**src/rtl/mm4_pkg.sv**
```systemverilog
`timescale 1ns/1ps
package mm4_pkg;

  typedef enum logic [1:0] {ST_IDLE, ST_LOAD, ST_CALC, ST_EMIT} mm4_state_e;

  // signed digit: magnitude 0..2 and a negate flag
  typedef struct packed {
    logic [1:0] mag;
    logic       neg;
  } sdig_t;

  // radix-4 Booth recode of {x_hi, x_lo, previous x_hi}
  function automatic sdig_t booth_dig(input logic [2:0] b);
    sdig_t d;
    case (b)
      3'b001, 3'b010: d = '{mag: 2'd1, neg: 1'b0};
      3'b011:         d = '{mag: 2'd2, neg: 1'b0};
      3'b100:         d = '{mag: 2'd2, neg: 1'b1};
      3'b101, 3'b110: d = '{mag: 2'd1, neg: 1'b1};
      default:        d = '{mag: 2'd0, neg: 1'b0};
    endcase
    return d;
  endfunction

  // quotient 0..3 mapped to {0,+1,+2,-1}
  function automatic sdig_t quot_dig(input logic [1:0] q);
    sdig_t d;
    case (q)
      2'd1:    d = '{mag: 2'd1, neg: 1'b0};
      2'd2:    d = '{mag: 2'd2, neg: 1'b0};
      2'd3:    d = '{mag: 2'd1, neg: 1'b1};
      default: d = '{mag: 2'd0, neg: 1'b0};
    endcase
    return d;
  endfunction

endpackage

```
**src/rtl/mm4_mult_sel.sv**
```systemverilog
`timescale 1ns/1ps
module mm4_mult_sel
  import mm4_pkg::*;
#(
  parameter int W = 8
) (
  input  logic [W-1:0] w_in,
  input  logic         low_fill,
  input  sdig_t        sel,
  output logic [W-1:0] w_out
);
  logic [W-1:0] base;

  always_comb begin
    case (sel.mag)
      2'd1:    base = w_in;
      2'd2:    base = {w_in[W-2:0], low_fill};
      default: base = '0;
    endcase
    w_out = sel.neg ? ~base : base;
  end
endmodule

```
**src/rtl/mm4_word_add.sv**
```systemverilog
`timescale 1ns/1ps
module mm4_word_add #(
  parameter int W = 8
) (
  input  logic [W-1:0] s_in,
  input  logic [W-1:0] a_in,
  input  logic [W-1:0] b_in,
  input  logic [1:0]   cin,
  output logic [W-1:0] sum,
  output logic [1:0]   cout
);
  logic [W+1:0] tot;

  always_comb begin
    tot  = {2'b00, s_in} + {2'b00, a_in} + {2'b00, b_in} + {{W{1'b0}}, cin};
    sum  = tot[W-1:0];
    cout = tot[W+1:W];
  end
endmodule

```
**src/rtl/mm4_mont_mul.sv**
```systemverilog
`timescale 1ns/1ps
module mm4_mont_mul
  import mm4_pkg::*;
#(
  parameter int W    = 8,
  parameter int MAXW = 8
) (
  input  logic                         clk,
  input  logic                         rst_n,
  input  logic                         start,
  input  logic [$clog2(MAXW+1)-1:0]    nwords,
  output logic                         ym_take,
  input  logic [W-1:0]                 y_word,
  input  logic [W-1:0]                 m_word,
  output logic                         x_take,
  input  logic [1:0]                   x_dig,
  output logic                         res_valid,
  output logic [W-1:0]                 res_word,
  output logic                         done
);
  localparam int IDX_W = $clog2(MAXW+1);
  localparam int DEPTH = 1 << IDX_W;
  localparam int IT_W  = $clog2(MAXW*W/2 + 1);
  localparam logic [IDX_W-1:0] ONE_I = 1;
  localparam logic [IDX_W-1:0] MAX_I = MAXW;

  mm4_state_e        state, state_n;
  logic [IDX_W-1:0]  widx, widx_n, nw_r, nw_n;
  logic [IT_W-1:0]   iter, iter_n;
  logic              xp_r, xp_n, ymsb_r, ymsb_n, mmsb_r, mmsb_n;
  logic [1:0]        carry_r, carry_n;
  logic [W-3:0]      lo_r, lo_n;
  sdig_t             d_r, d_n, q_r, q_n;

  logic [W-1:0] y_mem [DEPTH];
  logic [W-1:0] m_mem [DEPTH];
  logic [W-1:0] s_mem [DEPTH];

  logic [IDX_W-1:0] last_w, rd_idx;
  logic [IT_W-1:0]  iter_last;
  logic             in_range, first_w;
  logic [W-1:0]     s_rd, y_rd, m_rd, s_w, y_w, m_w, a_w, b_w, sum_w;
  logic [1:0]       cin, cout, t2, mp;
  logic [3:0]       qprod;
  sdig_t            dsel, qsel;

  assign last_w    = nw_r - ONE_I;
  assign iter_last = IT_W'(nw_r) * IT_W'(W/2) - IT_W'(1);
  assign in_range  = (widx < nw_r);
  assign rd_idx    = in_range ? widx : last_w;
  assign first_w   = (widx == '0);

  // operand words; the word above the top is sign (Y, S) or zero (M)
  assign s_rd = s_mem[rd_idx];
  assign y_rd = y_mem[rd_idx];
  assign m_rd = m_mem[rd_idx];
  assign s_w  = in_range ? s_rd : {W{s_rd[W-1]}};
  assign y_w  = in_range ? y_rd : {W{y_rd[W-1]}};
  assign m_w  = in_range ? m_rd : '0;

  // multiplier digit: taken live on the first word, held afterwards
  assign dsel = first_w ? booth_dig({x_dig, xp_r}) : d_r;

  mm4_mult_sel #(.W(W)) u_ysel (
    .w_in(y_w), .low_fill(first_w ? 1'b0 : ymsb_r), .sel(dsel), .w_out(a_w));

  // quotient digit from low bits of S + d*Y and -1/M mod 4
  assign t2    = s_w[1:0] + a_w[1:0] + {1'b0, dsel.neg};
  assign mp    = {~m_rd[1], 1'b1};
  assign qprod = {2'b00, t2} * {2'b00, mp};
  assign qsel  = first_w ? quot_dig(qprod[1:0]) : q_r;

  mm4_mult_sel #(.W(W)) u_msel (
    .w_in(m_w), .low_fill(first_w ? 1'b0 : mmsb_r), .sel(qsel), .w_out(b_w));

  assign cin = first_w ? ({1'b0, dsel.neg} + {1'b0, qsel.neg}) : carry_r;

  mm4_word_add #(.W(W)) u_add (
    .s_in(s_w), .a_in(a_w), .b_in(b_w), .cin(cin), .sum(sum_w), .cout(cout));

  assign ym_take   = (state == ST_LOAD);
  assign x_take    = (state == ST_CALC) && first_w;
  assign res_valid = (state == ST_EMIT);
  assign res_word  = s_mem[widx];
  assign done      = (state == ST_EMIT) && (widx == last_w);

  always_comb begin
    state_n = state;  widx_n = widx;   iter_n  = iter;    nw_n   = nw_r;
    xp_n    = xp_r;   d_n    = d_r;    q_n     = q_r;     carry_n = carry_r;
    ymsb_n  = ymsb_r; mmsb_n = mmsb_r; lo_n    = lo_r;
    case (state)
      ST_IDLE: if (start && nwords != '0 && nwords <= MAX_I) begin
        nw_n = nwords; widx_n = '0; state_n = ST_LOAD;
      end
      ST_LOAD: begin
        widx_n = widx + ONE_I;
        if (widx == last_w) begin
          widx_n = '0; iter_n = '0; xp_n = 1'b0; state_n = ST_CALC;
        end
      end
      ST_CALC: begin
        carry_n = cout;
        ymsb_n  = y_w[W-1];
        mmsb_n  = m_w[W-1];
        lo_n    = sum_w[W-1:2];
        if (first_w) begin
          d_n = dsel; q_n = qsel; xp_n = x_dig[1];
        end
        if (widx == nw_r) begin
          widx_n = '0;
          if (iter == iter_last) state_n = ST_EMIT;
          else                   iter_n  = iter + IT_W'(1);
        end else begin
          widx_n = widx + ONE_I;
        end
      end
      ST_EMIT: begin
        widx_n = widx + ONE_I;
        if (widx == last_w) begin
          widx_n = '0; state_n = ST_IDLE;
        end
      end
      default: state_n = ST_IDLE;
    endcase
  end

  always_ff @(posedge clk or negedge rst_n) begin
    if (!rst_n) begin
      state <= ST_IDLE; widx <= '0; iter <= '0; nw_r <= ONE_I;
      xp_r <= 1'b0; d_r <= '0; q_r <= '0; carry_r <= '0;
      ymsb_r <= 1'b0; mmsb_r <= 1'b0; lo_r <= '0;
    end else begin
      state <= state_n; widx <= widx_n; iter <= iter_n; nw_r <= nw_n;
      xp_r <= xp_n; d_r <= d_n; q_r <= q_n; carry_r <= carry_n;
      ymsb_r <= ymsb_n; mmsb_r <= mmsb_n; lo_r <= lo_n;
    end
  end

  // operand store and in-place shifted write-back, one word behind the read
  always_ff @(posedge clk) begin
    if (state == ST_LOAD) begin
      y_mem[widx] <= y_word;
      m_mem[widx] <= m_word;
      s_mem[widx] <= '0;
    end else if (state == ST_CALC && !first_w) begin
      s_mem[widx - ONE_I] <= {sum_w[1:0], lo_r};
    end
  end

  // the chosen quotient digit clears the two low bits before the shift
  p_low_bits_zero_r1: assert property (@(posedge clk) disable iff (!rst_n)
    (state == ST_CALC && first_w) |-> (sum_w[1:0] == 2'b00));

  // three-operand word carry never exceeds two
  p_carry_bound_r1: assert property (@(posedge clk) disable iff (!rst_n)
    (state == ST_CALC && !first_w) |-> (carry_r != 2'b11));

  // digits are taken at most once per iteration
  p_digit_spacing_r3: assert property (@(posedge clk) disable iff (!rst_n)
    x_take |=> !x_take);

  // the first digit is requested right after the last loaded word
  p_load_then_digit_r4: assert property (@(posedge clk) disable iff (!rst_n)
    $fell(ym_take) |-> x_take);

  // done closes the result stream
  p_done_ends_r5: assert property (@(posedge clk) disable iff (!rst_n)
    done |=> (!res_valid && !done));

  // precision is frozen while busy
  p_len_frozen_r6: assert property (@(posedge clk) disable iff (!rst_n)
    (state != ST_IDLE && state_n != ST_IDLE) |=> $stable(nw_r));
endmodule

```
**config.mk**
```make
export PLATFORM = sky130hd
export DESIGN_NAME = mm4_mont_mul
export DESIGN_NICKNAME = d
export VERILOG_FILES = /design/src/rtl/mm4_pkg.sv /design/src/rtl/mm4_mult_sel.sv /design/src/rtl/mm4_word_add.sv /design/src/rtl/mm4_mont_mul.sv
export SDC_FILE = /design/constraint.sdc
export NUM_CORES = 1
export LEC_CHECK = 0
export ABC_AREA = 1
export BUFFER_PORTS_ARGS = -buffer_cell sky130_fd_sc_hd__buf_4
export CORE_MARGIN = 1.5
export CORE_UTILIZATION = 40
export DETAILED_ROUTE_END_ITERATION = 10
export PLACE_DENSITY = 0.58
export SYNTH_ARGS = -nofsm -noshare
export SYNTH_HDL_FRONTEND = slang
export SYNTH_SLANG_ARGS = --single-unit
```
**constraint.sdc**
```tcl
create_clock -name clk -period 7.4 [get_ports clk]
set_input_delay 0 -clock clk [delete_from_list [all_inputs] [get_ports clk]]
set_output_delay 0 -clock clk [all_outputs]
set_load 0.03 [all_outputs]
```
# After elaboration in Yosys (flattened, before gate mapping)
# Memory sizes are Yosys's and may differ from the RTL's.
# Index checks and enable logic that the tools add are counted.
[word_totals]
in_bits = 25
register_bits = 33
word_cells = 118
ramBits = 384
memories = 3
[op_classes]
mux = 40
n_reduce_logical = 19
addsub = 11
n_bitwise = 3
eq_ne = 26
magnitude_cmp = 2
n_mul = 1
[memory_table]
columns = ["memory", "depth", "word_bits", "rd", "rd_ports_with_merged_regs", "write_ports", "line", "text"]
rows = [
  ["m_mem", 16, 8, 1, 0, 1, "mm4_mont_mul.sv:36", "logic [W-1:0] m_mem [DEPTH];"],
  ["s_mem", 16, 8, 2, 0, 1, "mm4_mont_mul.sv:37", "logic [W-1:0] s_mem [DEPTH];"],
  ["y_mem", 16, 8, 1, 0, 1, "mm4_mont_mul.sv:35", "logic [W-1:0] y_mem [DEPTH];"],
]
[op_table]
columns = ["operator", "n"]
rows = [
  ["8-bit 2-to-1 mux", 4],
  ["8-bit case mux with 2 select lines", 2],
  ["4-bit 2-to-1 mux", 5],
  ["6-bit 2-to-1 mux", 3],
  ["8-bit inverter", 2],
  ["7-bit 2-to-1 mux", 2],
  ["2-bit == test, second input constant", 6],
  ["2-bit 2-to-1 mux", 6],
  ["3-bit case mux with 4 select lines", 1],
  ["4-bit case mux with 3 select lines", 1],
  ["6-bit case mux with 2 select lines", 1],
  ["10-bit by 2-bit adder with 10-bit output", 1],
  ["10-bit by 8-bit adder with 10-bit output", 1],
  ["1-bit 2-to-1 mux", 10],
  ["8-bit by 8-bit adder with 9-bit output", 1],
  ["3-bit == test, second input constant", 3],
  ["3-bit case mux with 3 select lines", 1],
  ["2-bit by 1-bit == test with 1-bit output, second input constant", 4],
  ["4-bit == test", 2],
  ["2-bit by 1-bit inequality test with 1-bit output, second input constant", 4],
  ["2-bit case mux with 4 select lines", 1],
  ["8-bit OR reduction", 1],
  ["4-bit by 1-bit subtractor with 4-bit output, second input constant", 2],
  ["6-bit by 1-bit adder with 6-bit output, second input constant", 1],
  ["other kinds (26)", 37],
]

# Longest topological paths before layout
# Gate-level depths: netlist (run 1).
[depth]
ltp_word = 21
depth_mapped = 57
depth_no_buf = 52

# By module
# A second synthesis (run 1) with hierarchy kept.
[hier_totals]
cells_unflattened = 1988
area_unflattened_um2 = 20164.3
[by_module_without_submodules]
columns = ["module", "cells_per_inst", "n_inst", "area_per_inst_um2", "seq_area_each_um2"]
rows = [
  ["mm4_mont_mul", 1751, 1, 18814.3, 12358.1],
  ["mm4_word_add", 105, 1, 757.0, 0.0],
  ["mm4_mult_sel", 66, 2, 296.5, 0.0],
]

# Worst setup path before layout (run 1)
# Ideal clock, no wire load.
[synth_path]
kind = "reg-to-reg"
start = "register widx[0]"
end = "register carry_r[1]"
setup_time_ns = 0.126
path_slack_ns = 0.612
path_buffers = 7
arrival_ns = 6.662
path_stages_with_launch = 50
path_cell_list = "dfrtp_1 -> clkbuf_1 -> inv_1 -> clkbuf_1 -> clkbuf_1 -> ha_1 -> inv_1 -> nand2_1 -> nand2_1 -> nand2_4 -> nand2_4 -> buf_8 -> o21ai_4 -> buf_6 -> clkbuf_1 -> nand3_1 -> nand3_1 -> nand3_1 -> [... 14 more ...] -> nand2_1 -> a21oi_1 -> inv_1 -> nand2_1 -> nand2_1 -> fa_1 -> ha_1 -> fa_1 -> a21oi_1 -> o21bai_1 -> inv_1 -> nor2_1 -> nor2_1 -> nor2_1 -> nor2_1 -> nor2_1 -> o21ai_0 -> a21oi_1"
[synth_rtl]
columns = ["item", "line", "text"]
rows = [
  ["start: declaration", "mm4_mont_mul.sv:28", "logic [IDX_W-1:0] widx, widx_n, nw_r, nw_n;"],
  ["start signal: assignment", "mm4_mont_mul.sv:133", "state <= state_n; widx <= widx_n; iter <= iter_n; nw_r <= nw_n;"],
  ["end signal: assignment", "mm4_mont_mul.sv:134", "xp_r <= xp_n; d_r <= d_n; q_r <= q_n; carry_r <= carry_n;"],
  ["end: declaration", "mm4_mont_mul.sv:31", "logic [1:0] carry_r, carry_n;"],
]

==> results of run 1 <==
-- area by class of cell --
class,count,area [sq um],area share (%)
clock buffer,58,1230,5.33
clock inverter,26,236,1.03
inverter,115,439,1.91
multi-input combinational,1282,6690,29.1
sequential,417,12400,53.7
tap,664,831,3.61
timing repair buffer,138,1220,5.30
timing repair inverter,1,5.00,0.0217
-- sequential cells by signal, summed over array words and instances (netlist names), 2 cells and up --
signal	count
m_mem	128
s_mem	128
y_mem	128
iter	6
lo_r	6
nw_r	4
widx	4
d_r	3
q_r	3
carry_r	2
state	2
-- metal layers --
metal | share of wire [%] | up-vias | wire, microns | GRT usage [%]
met1 | 43 | 7212 | 24700 | 30.8
li1 | - | 6936 | - | -
met3 | 8.2 | 104 | 4720 | 3.72
met5 | 0 | - | 0 | 0
met4 | 2.3 | 0 | 1310 | 6.02
met2 | 47 | 644 | 26700 | 35.5
-- stage by stage --
stage	util, %	TNS [ps]
after global routing	46.9	-16.9
after floorplan	-	0
after global placement	42.7	0
final	46.9	0
after CTS	46.4	0
after detailed placement	42.7	0
-- what timing repair did --
action / in CTS / in global routing
setup endpoints to repair: 0 / 21
hold buffers: 34 / 0
buffers inserted: 0 / 14
gates resized for setup: 0 / 18
hold endpoints to repair: 299 / 0
-- cell usage in the layout, fill, tap and decap left out, types with 31 or more instances in the layout --
cell | Yosys | layout
nand3_1 | 249 | 248
o22ai_1 | 37 | 37
clkbuf_16 | 0 | 48
dlygate4sd3_1 | 0 | 33
dfrtp_1 | 32 | 31
ha_1 | 43 | 41
nor2_1 | 182 | 165
edfxtp_1 | 384 | 384
nand2_1 | 381 | 380
buf_4 | 11 | 96
inv_1 | 107 | 105
o21ai_0 | 189 | 189
a21oi_1 | 60 | 60
-- final timing paths --
| check | endpoint | depth (start not counted) |
|---|---|---|
| worst max register to register | carry_r[1] | 44 |
| worst min register to register | iter[4] | 1 |
| worst max-delay path | carry_r[1] | 44 |
| min in group asynchronous | d_r[2] | 4 |
| worst min-delay path | m_mem[5][7] | 2 |
| max in group asynchronous | widx[1] | 4 |
-- cells by family (layout without fill, tap and decap cells) --
kind of cell	count (synthesis)	count (layout)	share of synthesized area, %
adders and majority gates	47	47	3.10
buffers and inverters	224	338	5.19
AOI/OAI and AO/OA	354	354	10.1
muxes	1	1	0.0502
and+or+nand+nor	850	853	18.3
xor gates and xnor gates	27	27	1.22
DFF	417	417	62.0
==> metrics.cfg, run 1 <==
[detailed_routing]
routed_via_density = 5.51
drtIter0Drc = 1679
wl_per_cell_microns = 21.3
post-route-drc-count = 0
vias = 14900
ant_nets = 0
drt-total-wl_mm = 57.4
firstDrtPassIters = 6

[yosys]
yosys.area.top_type = edfxtp_1
syn-cell-area_sq_mm = 0.0199
synth_nets = 1992
ys_types = 49
yosys_warnings = 0
yosysMostFrequentCell = edfxtp_1
yosys_register_bits = 417
ys_top_cells_by_area = edfxtp_1, nand2_1, nand3_1, o21ai_0, dfrtp_1
yosysSeqAreaShare_pct = 62.0
yosys-top-cells-count = edfxtp_1, nand2_1, nand3_1, o21ai_0, nor2_1
async_flop_share_pct = 7.91
postSynthAreaPerCell_sq_um = 10.4
synthFlopType = edfxtp_1
netlist_instances = 1920
synth-edff-count = 384
synth_top_area_share_pct = 57.9

[cts]
numClockSinks = 417
cts-buffers-inserted = 46
clk_pin_slew_worst_paths_ps = 60
clk_latency_ps = 590
cts-root-buf = clkbuf_16
cts_tree = built
htreeDepth = 2
cts_buffer_depth = 3

[timing]
fmax_ghz = 0.147
finalSetupViolCount = 0
setup_ws_ps = 577
slew_headroom_pct = 13.9
drv_slew = 0
hold_viol_final = 0
fin_hold_ws_ps = 254
period_share_pct = 92.2
skew_ps = 30.3
period_minus_slack_ps = 6820
tightest_slew_ps = 1290

[die]
die_h_microns = 226
die_w_microns = 226
initial_core_util_pct = 40.6
dieArea_sq_mm = 0.0512
core_sq_mm = 0.0491
rows = 81
io-pin-count = 37

[worst_setup_path]
cp_top_family = adder cells
crit_required_ps = 7850
slowest_delay_ps = 440
crit_top_cell = nand2_1
r2r-start = nw_r[3]
cp_num_buf_inv = 8
startpoint_type = flip-flop
critPathKind = flip-flop to flip-flop
cp_max_fo = 21
critPathCaptureType = flip-flop
cp_data_arrival_time_ps = 7270
crit_slowest_cell = fa_1
startpoint = nw_r[3]
r2r_setup_slack_ps = 580

[finish]
final_cells = 2701
area_delta_synth_final_pct = 15.5
fillers = 4526
drive_gt1_share_pct = 11.3
antenna_cells = 0
fin_area_sq_mm = 0.0230
layout.nets = 2073

[placed_design]
pre_cts_slack_ps = 390
port_buffers = 36
place_inst = 2564
gp_congestion = 0.851
dpl_cell_area_sq_mm = 0.0209
hpwl_mm = 34.2

[global_route]
track_usage_pct = 22.0
antenna_found_initial = 1
globalRouteOverflowTotal = 0
grt_pass1_vias = 14200
grt_first_pass_wirelength_mm = 84.7
grt_max_degree = 64

[job]
drv_cap = 0

[status]
status = finished clean

[worst_hold_path]
hold_path.class = input port to flip-flop
min-delay-start = m_word[7]

Power of run 1 is left out: the tool's default activity adds up to more than one toggle a clock period on the data nets, which glitch-free logic cannot reach.
==> run 2: changes to the inputs <==
BUFFER_PORTS_ARGS = -buffer_cell sky130_fd_sc_hd__buf_2   (was -buffer_cell sky130_fd_sc_hd__buf_4)
==> metrics.cfg, run 2 (synthesized netlist as in run 1, its figures left out) <==
[worst_setup_path]
cp_max_fo = 17  ; -19%
r2r_setup_slack_ps = 540  ; -40 ps
r2r_cells = 41  ; -6.8%
critPathCaptureType = flip-flop
slowest_delay_ps = 410  ; -30 ps
cp_data_arrival_time_ps = 7320  ; +50 ps
startpoint = nw_r[3]
crit_slowest_cell = fa_1
r2r-start = nw_r[3]
startpoint_type = flip-flop
crit_required_ps = 7860  ; about the same
reg2reg_to = carry_r[1]
critPathKind = flip-flop to flip-flop
crit_top_cell = inv_1

[worst_hold_path]
hold_path.class = input port to asynchronous set/reset pin

[finish]
drive_gt1_share_pct = 11.2  ; -0.10 points
layout.nets = 2065  ; -0.39%
final_common_cell = edfxtp_1
final_cell_mix = edfxtp_1, nand2_1, nand3_1, o21ai_0, nor2_1
largestRegisters = m_mem (128), s_mem (128), y_mem (128)
fillers = 4515  ; -0.24%
final_cells = 2694  ; -0.26%
multi_input_area_sq_mm = 0.00668  ; -0.21%
area_delta_synth_final_pct = 14.4
seqCellArea_sq_mm = 0.0124  ; unchanged

[detailed_routing]
wl_met2_mm = 26.2  ; -1.9%
highest_layer = met5
drt-total-wl_mm = 56.9  ; -0.91%
ant_nets = 0  ; unchanged
post-route-drc-count = 0  ; unchanged
met1_length_mm = 24.3  ; -1.5%
drtIter0Drc = 1797  ; +7.0%
vias = 15000  ; +0.82%
firstDrtPassIters = 8  ; +2
wl_per_cell_microns = 21.1  ; -0.65%
routed_via_density = 5.57  ; +1.1%
dr_wl_met3_mm = 4.95  ; +4.8%

[cts]
numClockSinks = 417  ; unchanged
htreeDepth = 2  ; unchanged
cts_buffer_depth = 3  ; unchanged
clk_pin_slew_worst_paths_ps = 60  ; about the same
cts_tree = built
cts-root-buf = clkbuf_16
cts-buffers-inserted = 46  ; unchanged
clk_latency_ps = 610  ; +20 ps

[die]
dieArea_sq_mm = 0.0512  ; unchanged
die_h_microns = 226  ; unchanged
die_w_microns = 226  ; unchanged
rows = 81  ; unchanged
initial_core_util_pct = 40.6  ; unchanged
core_sq_mm = 0.0491  ; unchanged
io-pin-count = 37  ; unchanged

[global_route]
globalRouteOverflowTotal = 0  ; unchanged
grt_max_degree = 65  ; +1.6%
grt_pass1_vias = 14300  ; +0.85%
antenna_found_initial = 2  ; +1
grt_first_pass_wirelength_mm = 85.7  ; +1.2%
track_usage_pct = 22.2  ; +0.11 points

[placed_design]
port_buffers = 36  ; unchanged
place_inst = 2567  ; +0.12%
hpwl_mm = 34.5  ; +0.93%
gp_congestion = 0.884  ; +3.9%

[timing]
drv_slew = 0  ; unchanged
fmax_ghz = 0.146  ; -0.58%
skew_ps = 44.3  ; +14.0 ps
finalSetupTns_ps = 0  ; unchanged
period_minus_slack_ps = 6860  ; +40.0 ps
slew_headroom_pct = 19.4  ; +5.5 points
period_share_pct = 92.7  ; +0.54 points
hold_viol_final = 0  ; unchanged
tightest_slew_ps = 1200  ; -82.5 ps
rsz0062_at_grt = false
finalSetupViolCount = 0  ; unchanged

[job]
drv_cap = 0  ; unchanged

[status]
status = finished clean

[run 2: cell count changes in the layout (fill, tap and decap cells not counted), moves of 2 or more]
| cell | previous run | this run |
|---|---|---|
| buf_4 | 96 | 58 |
| buf_2 | 0 | 36 |
| clkbuf_1 | 10 | 4 |
| buf_12 | 6 | 1 |
| clkinv_1 | 15 | 17 |
| clkinv_2 | 7 | 9 |
[run 2: final cells by class]
type                       instances  area share (%)
tap                              664            3.65
multi-input combinational       1283            29.3
inverter                         115            1.91
timing repair buffer             129            4.29
clock inverter                    32            1.30
timing repair inverter             1          0.0220
clock buffer                      52            5.29
antenna                            1          0.0110
sequential                       417            54.2
[run 2: worst max-delay path, delay by kind of cell, from the launching register on]
kind	cells	cell delay (ps)
adders and majority gates	6	1900
buffers and inverters	8	1040
and+or+nand+nor	16	1540
DFF	1	400
AOI/OAI and AO/OA	11	1890
[run 2: routing by layer]
layer	global-route usage, %	vias up
met3	4.33	109
met1	30.7	7339
met4	6.82	2
met2	35.1	646
li1	-	6922
met5	0	-
[run 2: worst max path at each step]
stage,cells past startpoint,to,slack [ps]
6_report,41,carry_r[1],540
5_1_grt,45,carry_r[0],30
3_3_place_gp,45,carry_r[1],470
2_1_floorplan,49,carry_r[1],610
3_5_place_dp,35,s_mem[15][7],260
4_1_cts,35,s_mem[3][7],260
[run 2: stage by stage]
stage | hold slack [ps] | util, % | instance area [sq um] | setup slack, ps
2_1_floorplan | -296 | - | 19900 | 612
3_3_place_gp | 132 | 42.4 | 20800 | 467
3_5_place_dp | 142 | 42.4 | 20800 | 256
4_1_cts | 35.5 | 46.2 | 22600 | 261
5_1_grt | 94.5 | 46.5 | 22800 | 31.7
6_report | 25.6 | 46.5 | 22800 | 537
[run 2: timing repair]
item,in CTS,in global routing
endpoints found under the hold margin,296,0
hold buffers,32,0
setup buffers,0,5
setup endpoints to repair,0,21
gates resized for setup,0,15
Power of run 2 is left out for the same reason.
==> run 3: changes to the inputs <==
GPL_TIMING_DRIVEN = 0   (was not set)
clock period = 6.9 ns   (was 7.4 ns; I/O delays follow)
==> metrics.cfg, run 3 (synthesized netlist as in run 1, its figures left out) <==
[detailed_routing]
ant_nets = 0  ; unchanged
vias = 15600  ; +3.6%
routed_via_density = 5.60  ; +0.43%
drt-total-wl_mm = 63.7  ; +12%
firstDrtPassIters = 7  ; -1
wl_per_cell_microns = 22.9  ; +8.5%
post-route-drc-count = 0  ; unchanged
drtIter0Drc = 1798  ; +0.056%

[global_route]
grt_max_degree = 34  ; -48%
globalRouteOverflowTotal = 0  ; unchanged
antenna_found_initial = 0  ; -2
track_usage_pct = 24.8  ; +2.7 points
grt_pass1_vias = 14900  ; +4.4%
grt_first_pass_wirelength_mm = 93.3  ; +8.9%

[finish]
antenna_cells = 0  ; -1
final_cell_mix = edfxtp_1, nand2_1, nand3_1, o21ai_0, nor2_1
largestRegisters = m_mem (128), s_mem (128), y_mem (128)
final_cells = 2779  ; +3.2%
fillers = 4509  ; -0.13%
final_common_cell = edfxtp_1
area_delta_synth_final_pct = 20.1
drive_gt1_share_pct = 15.3  ; +4.1 points
layout.nets = 2155  ; +4.4%

[timing]
tightest_slew_ps = 1260  ; +57.3 ps
slew_headroom_pct = 15.6  ; -3.8 points
drv_slew = 0  ; unchanged
period_share_pct = 95.2  ; +2.5 points
skew_ps = 22.0  ; -22.3 ps
hold_viol_final = 0  ; unchanged
finalSetupViolCount = 0  ; unchanged
finalSetupTns_ps = 0  ; unchanged
period_minus_slack_ps = 6570  ; -294 ps
fin_hold_ws_ps = 18.5  ; -7.17 ps
fmax_ghz = 0.152  ; +4.5%

[cts]
numClockSinks = 417  ; unchanged
clk_pin_slew_worst_paths_ps = 60  ; about the same
cts_buffer_depth = 3  ; unchanged
cts_tree = built
htreeDepth = 2  ; unchanged
cts-buffers-inserted = 45  ; -2.2%
cts-root-buf = clkbuf_16
clk_latency_ps = 590  ; -20 ps

[worst_setup_path]
cp_num_buf_inv = 9  ; +1
r2r-start = widx[3]
startpoint_type = flip-flop
cp_max_fo = 7  ; -10
crit_required_ps = 7350  ; -510 ps
crit_slowest_cell = fa_2
r2r_cells = 46  ; +12%
critPathKind = flip-flop to flip-flop
reg2reg_to = carry_r[0]
r2r_setup_slack_ps = 330  ; -210 ps
cp_data_arrival_time_ps = 7020  ; -300 ps
cp_top_family = simple AND/OR/NAND/NOR gates
critPathCaptureType = flip-flop
slowest_delay_ps = 460  ; +50 ps

[die]
core_sq_mm = 0.0491  ; unchanged
io-pin-count = 37  ; unchanged
die_h_microns = 226  ; unchanged
die_w_microns = 226  ; unchanged
initial_core_util_pct = 40.6  ; unchanged
rows = 81  ; unchanged
dieArea_sq_mm = 0.0512  ; unchanged

[placed_design]
place_inst = 2636  ; +2.7%
hpwl_mm = 42.6  ; +24%
port_buffers = 36  ; unchanged
gp_congestion = 0.899  ; +1.8%

[status]
status = finished clean

[job]
drv_cap = 0  ; unchanged

[worst_hold_path]
hold_path.class = input port to asynchronous set/reset pin

run 3: layout make-up:
class                      count  area, sq um  share of cell area, %
clock buffer                  61         1220                   5.09
multi-input combinational   1279         6870                   28.7
sequential                   417        12400                   51.7
buffer                        99          826                   3.45
timing repair buffer         126         1190                   4.97
inverter                     115          443                   1.85
clock inverter                18          190                  0.795
tap                          664          831                   3.47
run 3: worst max-delay path by stage:
| stage | from | to | slack, ps | depth (start not counted) |
|---|---|---|---|---|
| final | widx[3] | carry_r[0] | 330 | 46 |
| after global routing | widx[3] | carry_r[0] | -150 | 49 |
| after CTS | widx[0] | carry_r[1] | -20 | 54 |
| after detailed placement | widx[0] | carry_r[1] | -2140 | 45 |
| after global placement | widx[0] | carry_r[1] | -2100 | 45 |
| after floorplan | widx[0] | carry_r[1] | 110 | 49 |
run 3: what timing repair did:
item                                    in CTS  in global routing
setup buffers                               12                 28
resized for setup                          111                 66
hold buffers                                32                  0
hold endpoints to repair                   299                  0
cloned                                       0                  2
endpoints found under the setup margin      40                 39
pin swaps                                   10                 33
run 3: stage by stage:
step	instance area, sq um	utilization [%]	setup slack, ps
2_1_floorplan	19900	-	112
3_3_place_gp	20900	42.7	-2100
3_5_place_dp	21300	43.4	-2140
4_1_cts	23500	47.9	-18.3
5_1_grt	23900	48.8	-154
6_report	23900	48.8	331
run 3: worst register-to-register path, delay by kind of cell, from the launching register on:
kind,cells,cell delay (ps)
compound gates,8,1220
xor+xnor,2,340
fa+ha+maj,5,1470
buf+inv,9,930
flops,1,380
simple gates,22,2050
run 3: per-layer routing:
layer	vias up	global-route usage, %	wire length, microns
li1	7108	-	-
met1	7529	34.5	26700
met2	799	39.4	29200
met3	122	4.42	5950
met4	0	8.19	1870
met5	-	0	0
Power of run 3 is left out for the same reason.
